File: src/rtl/srbw_pkg.sv
package srbw_pkg;
  localparam int unsigned FRAME_MIN  = 64;
  localparam int unsigned FRAME_MAX  = 1522;
  localparam int unsigned RATE_SCALE = 16;
  localparam int unsigned MEGA       = 1000000;

  localparam logic [1:0] CLS_A = 2'd0;
  localparam logic [1:0] CLS_B = 2'd1;

  typedef enum logic [1:0] {
    ST_IDLE = 2'd0,
    ST_INC  = 2'd1,
    ST_CRED = 2'd2
  } calc_state_t;
endpackage

File: src/rtl/srbw_admit_check.sv
module srbw_admit_check
  import srbw_pkg::*;
#(
  parameter int FRAME_W = 16,
  parameter int RATE_W  = 16,
  parameter int SLOPE_W = 32
) (
  input  logic [1:0]         cls,
  input  logic [FRAME_W-1:0] frame,
  input  logic [RATE_W-1:0]  rate,
  input  logic [SLOPE_W-1:0] slope_a,
  output logic               ok
);
  localparam int CW = ((RATE_W > SLOPE_W) ? RATE_W : SLOPE_W) + 1;

  logic size_ok, cls_ok, room_ok;

  always_comb begin
    size_ok = (frame >= FRAME_W'(FRAME_MIN)) && (frame <= FRAME_W'(FRAME_MAX));
    cls_ok  = (cls == CLS_A) || (cls == CLS_B);
    if (cls == CLS_B) room_ok = CW'(rate) > CW'(slope_a);
    else              room_ok = (rate != '0);
    ok = size_ok && cls_ok && room_ok;
  end
endmodule

File: src/rtl/srbw_restoring_div.sv
module srbw_restoring_div #(
  parameter int NW = 48,
  parameter int DW = 32,
  parameter int QW = 32
) (
  input  logic          clk,
  input  logic          rst,
  input  logic          start,
  input  logic [NW-1:0] num,
  input  logic [DW-1:0] den,
  output logic          busy,
  output logic          done,
  output logic [QW-1:0] quot
);
  localparam int CNT_W = $clog2(NW + 1);

  logic [DW-1:0]    rem_q;
  logic [DW-1:0]    den_q;
  logic [NW-1:0]    quo_q;
  logic [CNT_W-1:0] cnt_q;
  logic [DW:0]      shifted;
  logic             fits;

  assign busy = (cnt_q != '0);
  assign quot = quo_q[QW-1:0];

  always_comb begin
    shifted = {rem_q, quo_q[NW-1]};
    fits    = shifted >= {1'b0, den_q};
  end

  always_ff @(posedge clk) begin
    if (rst) begin
      rem_q <= '0;
      den_q <= '0;
      quo_q <= '0;
      cnt_q <= '0;
      done  <= 1'b0;
    end else begin
      done <= 1'b0;
      if (start && !busy) begin
        rem_q <= '0;
        den_q <= den;
        quo_q <= num;
        cnt_q <= CNT_W'(NW);
      end else if (busy) begin
        rem_q <= fits ? DW'(shifted - {1'b0, den_q}) : shifted[DW-1:0];
        quo_q <= {quo_q[NW-2:0], fits};
        cnt_q <= cnt_q - 1'b1;
        if (cnt_q == CNT_W'(1)) done <= 1'b1;
      end
    end
  end


  div_launch_chk: assert property (@(posedge clk) disable iff (rst)
    (start && !busy) |=> busy);


  div_pulse_chk: assert property (@(posedge clk) disable iff (rst)
    done |=> !done);
endmodule

File: src/rtl/srbw_calc.sv
module srbw_calc
  import srbw_pkg::*;
#(
  parameter int FRAME_W = 16,
  parameter int RATE_W  = 16,
  parameter int SLOPE_W = 32,
  parameter int NUM_W   = 48
) (
  input  logic               clk,
  input  logic               rst,
  input  logic               req_valid,
  output logic               req_ready,
  input  logic [1:0]         req_class,
  input  logic [FRAME_W-1:0] req_frame,
  input  logic [RATE_W-1:0]  link_rate,
  output logic               done,
  output logic               err,
  output logic               upd_queue,
  output logic [SLOPE_W-1:0] upd_slope,
  output logic [SLOPE_W-1:0] upd_hicred
);
  localparam logic [SLOPE_W-1:0] ZERO_CREDIT = SLOPE_W'(1) << (SLOPE_W - 1);

  calc_state_t        state;
  logic               is_b;
  logic [FRAME_W-1:0] frame_q;
  logic [RATE_W-1:0]  rate_q;
  logic [SLOPE_W-1:0] tot_a, tot_b, slope_q;
  logic [FRAME_W-1:0] last_a;

  logic               accept, ok;
  logic               div_start, div_busy, div_done;
  logic [NUM_W-1:0]   div_num;
  logic [SLOPE_W-1:0] div_den, div_quot;
  logic [SLOPE_W-1:0] slope_new, hic_new;

  assign req_ready = (state == ST_IDLE);
  assign accept    = req_valid && req_ready;

  srbw_admit_check #(
    .FRAME_W(FRAME_W), .RATE_W(RATE_W), .SLOPE_W(SLOPE_W)
  ) u_check (
    .cls(req_class), .frame(req_frame), .rate(link_rate),
    .slope_a(tot_a), .ok(ok)
  );

  srbw_restoring_div #(
    .NW(NUM_W), .DW(SLOPE_W), .QW(SLOPE_W)
  ) u_div (
    .clk(clk), .rst(rst), .start(div_start), .num(div_num), .den(div_den),
    .busy(div_busy), .done(div_done), .quot(div_quot)
  );

  always_comb begin
    slope_new = is_b ? (tot_b + div_quot) : (tot_a + (div_quot << 1));
    hic_new   = is_b ? (ZERO_CREDIT | div_quot) : (ZERO_CREDIT + div_quot);
    div_start = 1'b0;
    div_num   = '0;
    div_den   = '0;
    case (state)
      ST_IDLE: begin
        div_start = accept && ok;
        div_num   = NUM_W'(req_frame) * NUM_W'(link_rate) * NUM_W'(RATE_SCALE);
        div_den   = SLOPE_W'(MEGA);
      end
      ST_INC: begin
        div_start = div_done;
        if (is_b) begin
          div_num = NUM_W'(slope_new) * (NUM_W'(FRAME_MAX) + NUM_W'(last_a));
          div_den = SLOPE_W'(rate_q) - tot_a;
        end else begin
          div_num = NUM_W'(slope_new) * NUM_W'(FRAME_MAX);
          div_den = SLOPE_W'(rate_q);
        end
      end
      default: ;
    endcase
  end

  always_ff @(posedge clk) begin
    if (rst) begin
      state      <= ST_IDLE;
      is_b       <= 1'b0;
      frame_q    <= '0;
      rate_q     <= '0;
      tot_a      <= '0;
      tot_b      <= '0;
      last_a     <= '0;
      slope_q    <= '0;
      done       <= 1'b0;
      err        <= 1'b0;
      upd_queue  <= 1'b0;
      upd_slope  <= '0;
      upd_hicred <= '0;
    end else begin
      done <= 1'b0;
      err  <= 1'b0;
      case (state)
        ST_IDLE: if (accept) begin
          if (ok) begin
            state   <= ST_INC;
            is_b    <= (req_class == CLS_B);
            frame_q <= req_frame;
            rate_q  <= link_rate;
          end else begin
            done <= 1'b1;
            err  <= 1'b1;
          end
        end
        ST_INC: if (div_done) begin
          slope_q <= slope_new;
          state   <= ST_CRED;
        end
        ST_CRED: if (div_done) begin
          state      <= ST_IDLE;
          done       <= 1'b1;
          upd_queue  <= is_b;
          upd_slope  <= slope_q;
          upd_hicred <= hic_new;
          if (is_b) tot_b <= slope_q;
          else begin
            tot_a  <= slope_q;
            last_a <= frame_q;
          end
        end
        default: state <= ST_IDLE;
      endcase
    end
  end


  bad_frame_rej_chk: assert property (@(posedge clk) disable iff (rst)
    (accept && ((req_frame < FRAME_W'(FRAME_MIN)) || (req_frame > FRAME_W'(FRAME_MAX))))
      |=> (done && err));


  bad_class_rej_chk: assert property (@(posedge clk) disable iff (rst)
    (accept && (req_class > CLS_B)) |=> (done && err));


  no_room_rej_chk: assert property (@(posedge clk) disable iff (rst)
    (accept && (req_class == CLS_B) && ((SLOPE_W + 1)'(link_rate) <= (SLOPE_W + 1)'(tot_a)))
      |=> (done && err));


  rej_keeps_state_chk: assert property (@(posedge clk) disable iff (rst)
    (done && err) |-> ($stable(tot_a) && $stable(tot_b) && $stable(last_a)));


  busy_not_ready_chk: assert property (@(posedge clk) disable iff (rst)
    div_busy |-> !req_ready);


  out_hold_chk: assert property (@(posedge clk) disable iff (rst)
    !(done && !err) |-> ($stable(upd_slope) && $stable(upd_hicred) && $stable(upd_queue)));
endmodule

File: config.mk
export PLATFORM = sky130hd
export DESIGN_NAME = srbw_calc
export DESIGN_NICKNAME = d
export VERILOG_FILES = /design/src/rtl/srbw_pkg.sv /design/src/rtl/srbw_admit_check.sv /design/src/rtl/srbw_restoring_div.sv /design/src/rtl/srbw_calc.sv
export SDC_FILE = /design/constraint.sdc
export NUM_CORES = 2
export LEC_CHECK = 0
export BUFFER_PORTS_ARGS = -buffer_cell sky130_fd_sc_hd__buf_2
export CAP_MARGIN = 20
export CORE_AREA = 2 2 414 416
export DETAILED_ROUTE_END_ITERATION = 8
export DIE_AREA = 0 0 416 418
export RECOVER_POWER = 100
export SLEW_MARGIN = 10
export SYNTH_ARGS = -nofsm -noshare
export SYNTH_HDL_FRONTEND = slang
export SYNTH_SLANG_ARGS = --single-unit
File: constraint.sdc
create_clock -name clk -period 8.9 [get_ports clk]
set_input_delay 0.89 -clock clk [delete_from_list [all_inputs] [get_ports clk]]
set_output_delay 0.89 -clock clk [all_outputs]
set_load 0.03 [all_outputs]
==> metrics.txt <==
proportion of total power due to net switching=53.6%; final setup slack of the worst path=0.149 ns; final HPWL from detailed placement=142,000 um; Max Clock Skew=0.0598 ns; worst-skew pair later-pin latency=0.66 ns; clock tree from TritonCTS=yes; global-route usage over all layers=20.4%; DRT Wirelength=178,000 um; Final Instance Count excl. Fillers=8,586; total die area=174,000 um2; core area=169,000 um2; Nets=7,635; Hold WC Path Type=register to register; number of clock sinks=333; Final Hold Vio Count=0; achievable clock frequency=0.114 GHz; maximum capacitance violations=3; Comb power frac=83.3%; largest incremental delay on the critical path=0.52 ns; routability congestion estimate from global placement=0.972; Mapped Avg Cell Area=8.37 um2; number of nets in the synthesized netlist=7,333; post-synthesis async set-or-reset flop share=0%; biggest area consumer among synthesized cells=sky130_fd_sc_hd__fa_1; post-synthesis instance total=6,030; number of rows in the core area=151; Residual DRC=0; sort of element at the start of the critical path=register; routed via count divided by cell count=5.10; final critical delay including setup and external delays=8.75 ns; EDFF count, synth=0; ports placed on the boundary=105; CTS max path bufs=3; cell repeated most along the worst path=sky130_fd_sc_hd__fa_1; post-placement setup slack=-0.459 ns; global route total overflow=0; total power draw=22.2 mW; input/output buffers=104; Clk pin slew, worst setup/hold paths=0.06 ns; CTS buffer count=44; wire length of the first global-routing pass=274,000 um; via count of the first global-routing pass=45,300; Max VDD drop=0.000540 V; cells taking the most area after synthesis=sky130_fd_sc_hd__fa_1 (31%), sky130_fd_sc_hd__dfxtp_1 (13%), sky130_fd_sc_hd__ha_1 (12%), sky130_fd_sc_hd__nand2_1 (7.2%), sky130_fd_sc_hd__inv_1 (7.0%); setup-violating endpoint count in the final report=0; origin of the worst min-delay path=frame_q[13]; placed cell count=8,467; status=complete, but fails checks; power density over the cells=378 nW/um2; relative contribution of sequential cells to total power=8.0%; first-pass iteration count of the detailed router=6; pin count of the biggest net entering global routing=88; clock network fraction of total power=8.8%; kind of capture point of the worst setup path=register; total via count after detailed routing=43,800; Slew headroom=-112%; Worst Hold Margin=0.452 ns; maximum level of the CTS H-tree=2; required time of the worst setup path=9.46 ns; number of antenna violations at the first check in global routing=2; clock root buffer=sky130_fd_sc_hd__clkbuf_16; post-synthesis sequential area ratio=13.2%; area growth from synthesis to layout=16.5%; Final Cell Area=58,800 um2; area of the mapped netlist=50,500 um2; Final Max Tran Viols=135; post-route fraction of the period consumed by the critical path=98.3%; internal cell power=10.3 mW; Hold Buf Count CTS=0; proportion of netlist area held by the largest area contributor=31.3%; Horiz. Die Dim=416 um; routed length per instance=20.7 um; fraction of final layout cells sized beyond drive strength 1=12.6%; count of antenna-violating nets left after detailed routing=0; total net switching power=11.9 mW; violated checks=capacitance limit, slew limit; actual slew at the worst max-slew pin=3.18 ns; leakage power total=27.9 nW; distinct cell type count of the synthesized netlist=88; number of flip-flops and latches in the synthesized netlist=333; Critical-path top delay cell=sky130_fd_sc_hd__fa_1; setup repair after global routing missed its margin=yes; Critical Setup Path Class=register to register; predominant post-synthesis flop cell=sky130_fd_sc_hd__dfxtp_1; Worst Path Max Fanout=5; Starting Density=29.9%; yosys synthesis warning count=0; die extent in y=418 um; origin of the worst setup path=u_div.quo_q[12]; number of violations reported at the end of detailed-routing iteration 0=3,025; startpoint of the most critical register-to-register path=u_div.quo_q[12]; arrival time worst endpoint=9.31 ns; dpl cell area=55,900 um2
-- layout by cell type, fill, tap and decap left out, types with 98 or more instances in the layout --
master / Yosys / routed
sky130_fd_sc_hd__o21ai_0: 130 / 119
sky130_fd_sc_hd__inv_1: 946 / 925
sky130_fd_sc_hd__nor2_1: 392 / 382
sky130_fd_sc_hd__ha_1: 476 / 455
sky130_fd_sc_hd__nand2_1: 973 / 963
sky130_fd_sc_hd__xnor2_1: 148 / 134
sky130_fd_sc_hd__a21o_1: 98 / 98
sky130_fd_sc_hd__buf_4: 3 / 397
sky130_fd_sc_hd__a21oi_1: 421 / 384
sky130_fd_sc_hd__fa_1: 790 / 775
sky130_fd_sc_hd__and2_1: 142 / 137
sky130_fd_sc_hd__dfxtp_1: 333 / 322
-- through the flow --
stage | util (%) | TNS, ns
6_report | 34.8 | 0
5_1_grt | 34.8 | -0.840
4_1_cts | 34.1 | -0.0166
3_5_place_dp | 33.1 | -4.76
3_3_place_gp | 33.0 | -3.32
2_1_floorplan | - | 0
-- worst max-delay path, delay by kind of cell (launching register included) --
kind | cells | cell delay, ns
buf+inv | 7 | 0.76
simple gates | 8 | 1.56
flops | 1 | 0.45
fa+ha+maj | 8 | 3.62
xor+xnor | 2 | 0.35
compound gates | 11 | 1.95
-- power groups by stage --
stage,logic [mW],clock network [mW],registers [mW]
2_1_floorplan,11.0,0,1.73
3_3_place_gp,17.3,0,1.79
3_5_place_dp,17.5,0,1.79
4_1_cts,17.7,1.98,1.76
5_1_grt,20.3,2.02,1.78
6_report,18.5,1.95,1.77
-- cell families (layout without fill, tap and decap cells) --
family / after synthesis / after routing / synth area share, %
xor gates and xnor gates: 232 / 232 / 4.03
DFF: 333 / 333 / 13.2
other: 0 / 1 / 0
AOI/OAI and AO/OA: 1018 / 1018 / 12.6
buffers and inverters: 1231 / 1568 / 9.26
and+or+nand+nor: 1894 / 1894 / 16.6
muxes: 56 / 56 / 1.13
adders and majority gates: 1266 / 1266 / 43.1
-- what timing repair did --
action / CTS / global route
setup endpoints to repair: 22 / 34
resized for setup: 39 / 223
cloned: 0 / 0
setup buffers: 8 / 33
pin swaps: 19 / 178
-- routing by layer --
metal	track usage, %	part of all wire (%)	up-vias
met5	0	0.0073	-
li1	-	-	19900
met1	25.2	40	22000
met2	34.9	48	1443
met3	2.93	6.3	418
met4	9.79	5.8	2
-- synthesized netlist by cell type (all sizes together) (5+ instances only) --
master,instances
nand2,976
inv,946
fa,790
ha,476
a21oi,421
nor2,397
dfxtp,333
clkbuf,239
xnor2,148
o21ai,143
and2,142
a21o,98
xor2,84
nor3,80
a211oi,65
nand2b,64
mux2i,50
nand3,48
o21a,45
buf,43
o211ai,41
nor2b,37
and3,31
nand4,27
nor4,26
o22ai,25
a31oi,21
a221oi,17
o21bai,17
or3,17
a211o,14
or2,13
a311oi,12
a22o,11
a31o,10
nor3b,10
o31ai,10
a2111oi,7
and4,7
or4,7
mux2,6
o2111ai,6
o221ai,5
o311ai,5
-- worst paths after layout --
kind                          end  slack, ns  cells after the start
hold reg to reg        last_a[13]       0.45                      2
hold / removal         last_a[13]       0.45                      2
setup reg to reg  u_div.quo_q[42]       0.15                     36
setup / recovery  u_div.quo_q[42]       0.15                     36
-- registers in the layout (all words and copies together) (netlist names) --
register	count
done	1
err	1
frame_q	16
is_b	1
last_a	16
rate_q	16
slope_q	32
state	2
tot_a	32
tot_b	32
u_div.cnt_q	6
u_div.den_q	32
u_div.done	1
u_div.quo_q	48
u_div.rem_q	32
upd_hicred	32
upd_queue	1
upd_slope	32
-- layout make-up --
| class | count | area [um2] |
|---|---|---|
| diodes | 1 | 2.50 |
| multi-input cells | 4466 | 40300 |
| flip-flops and latches | 333 | 6690 |
| fillers | 17400 | 110000 |
| inverters | 949 | 3580 |
| well taps | 2218 | 2780 |
| clock inverters | 25 | 328 |
| repair buffers | 538 | 3950 |
| clock buffers | 56 | 1200 |
Note: power is estimated with default switching activity, not from simulation.
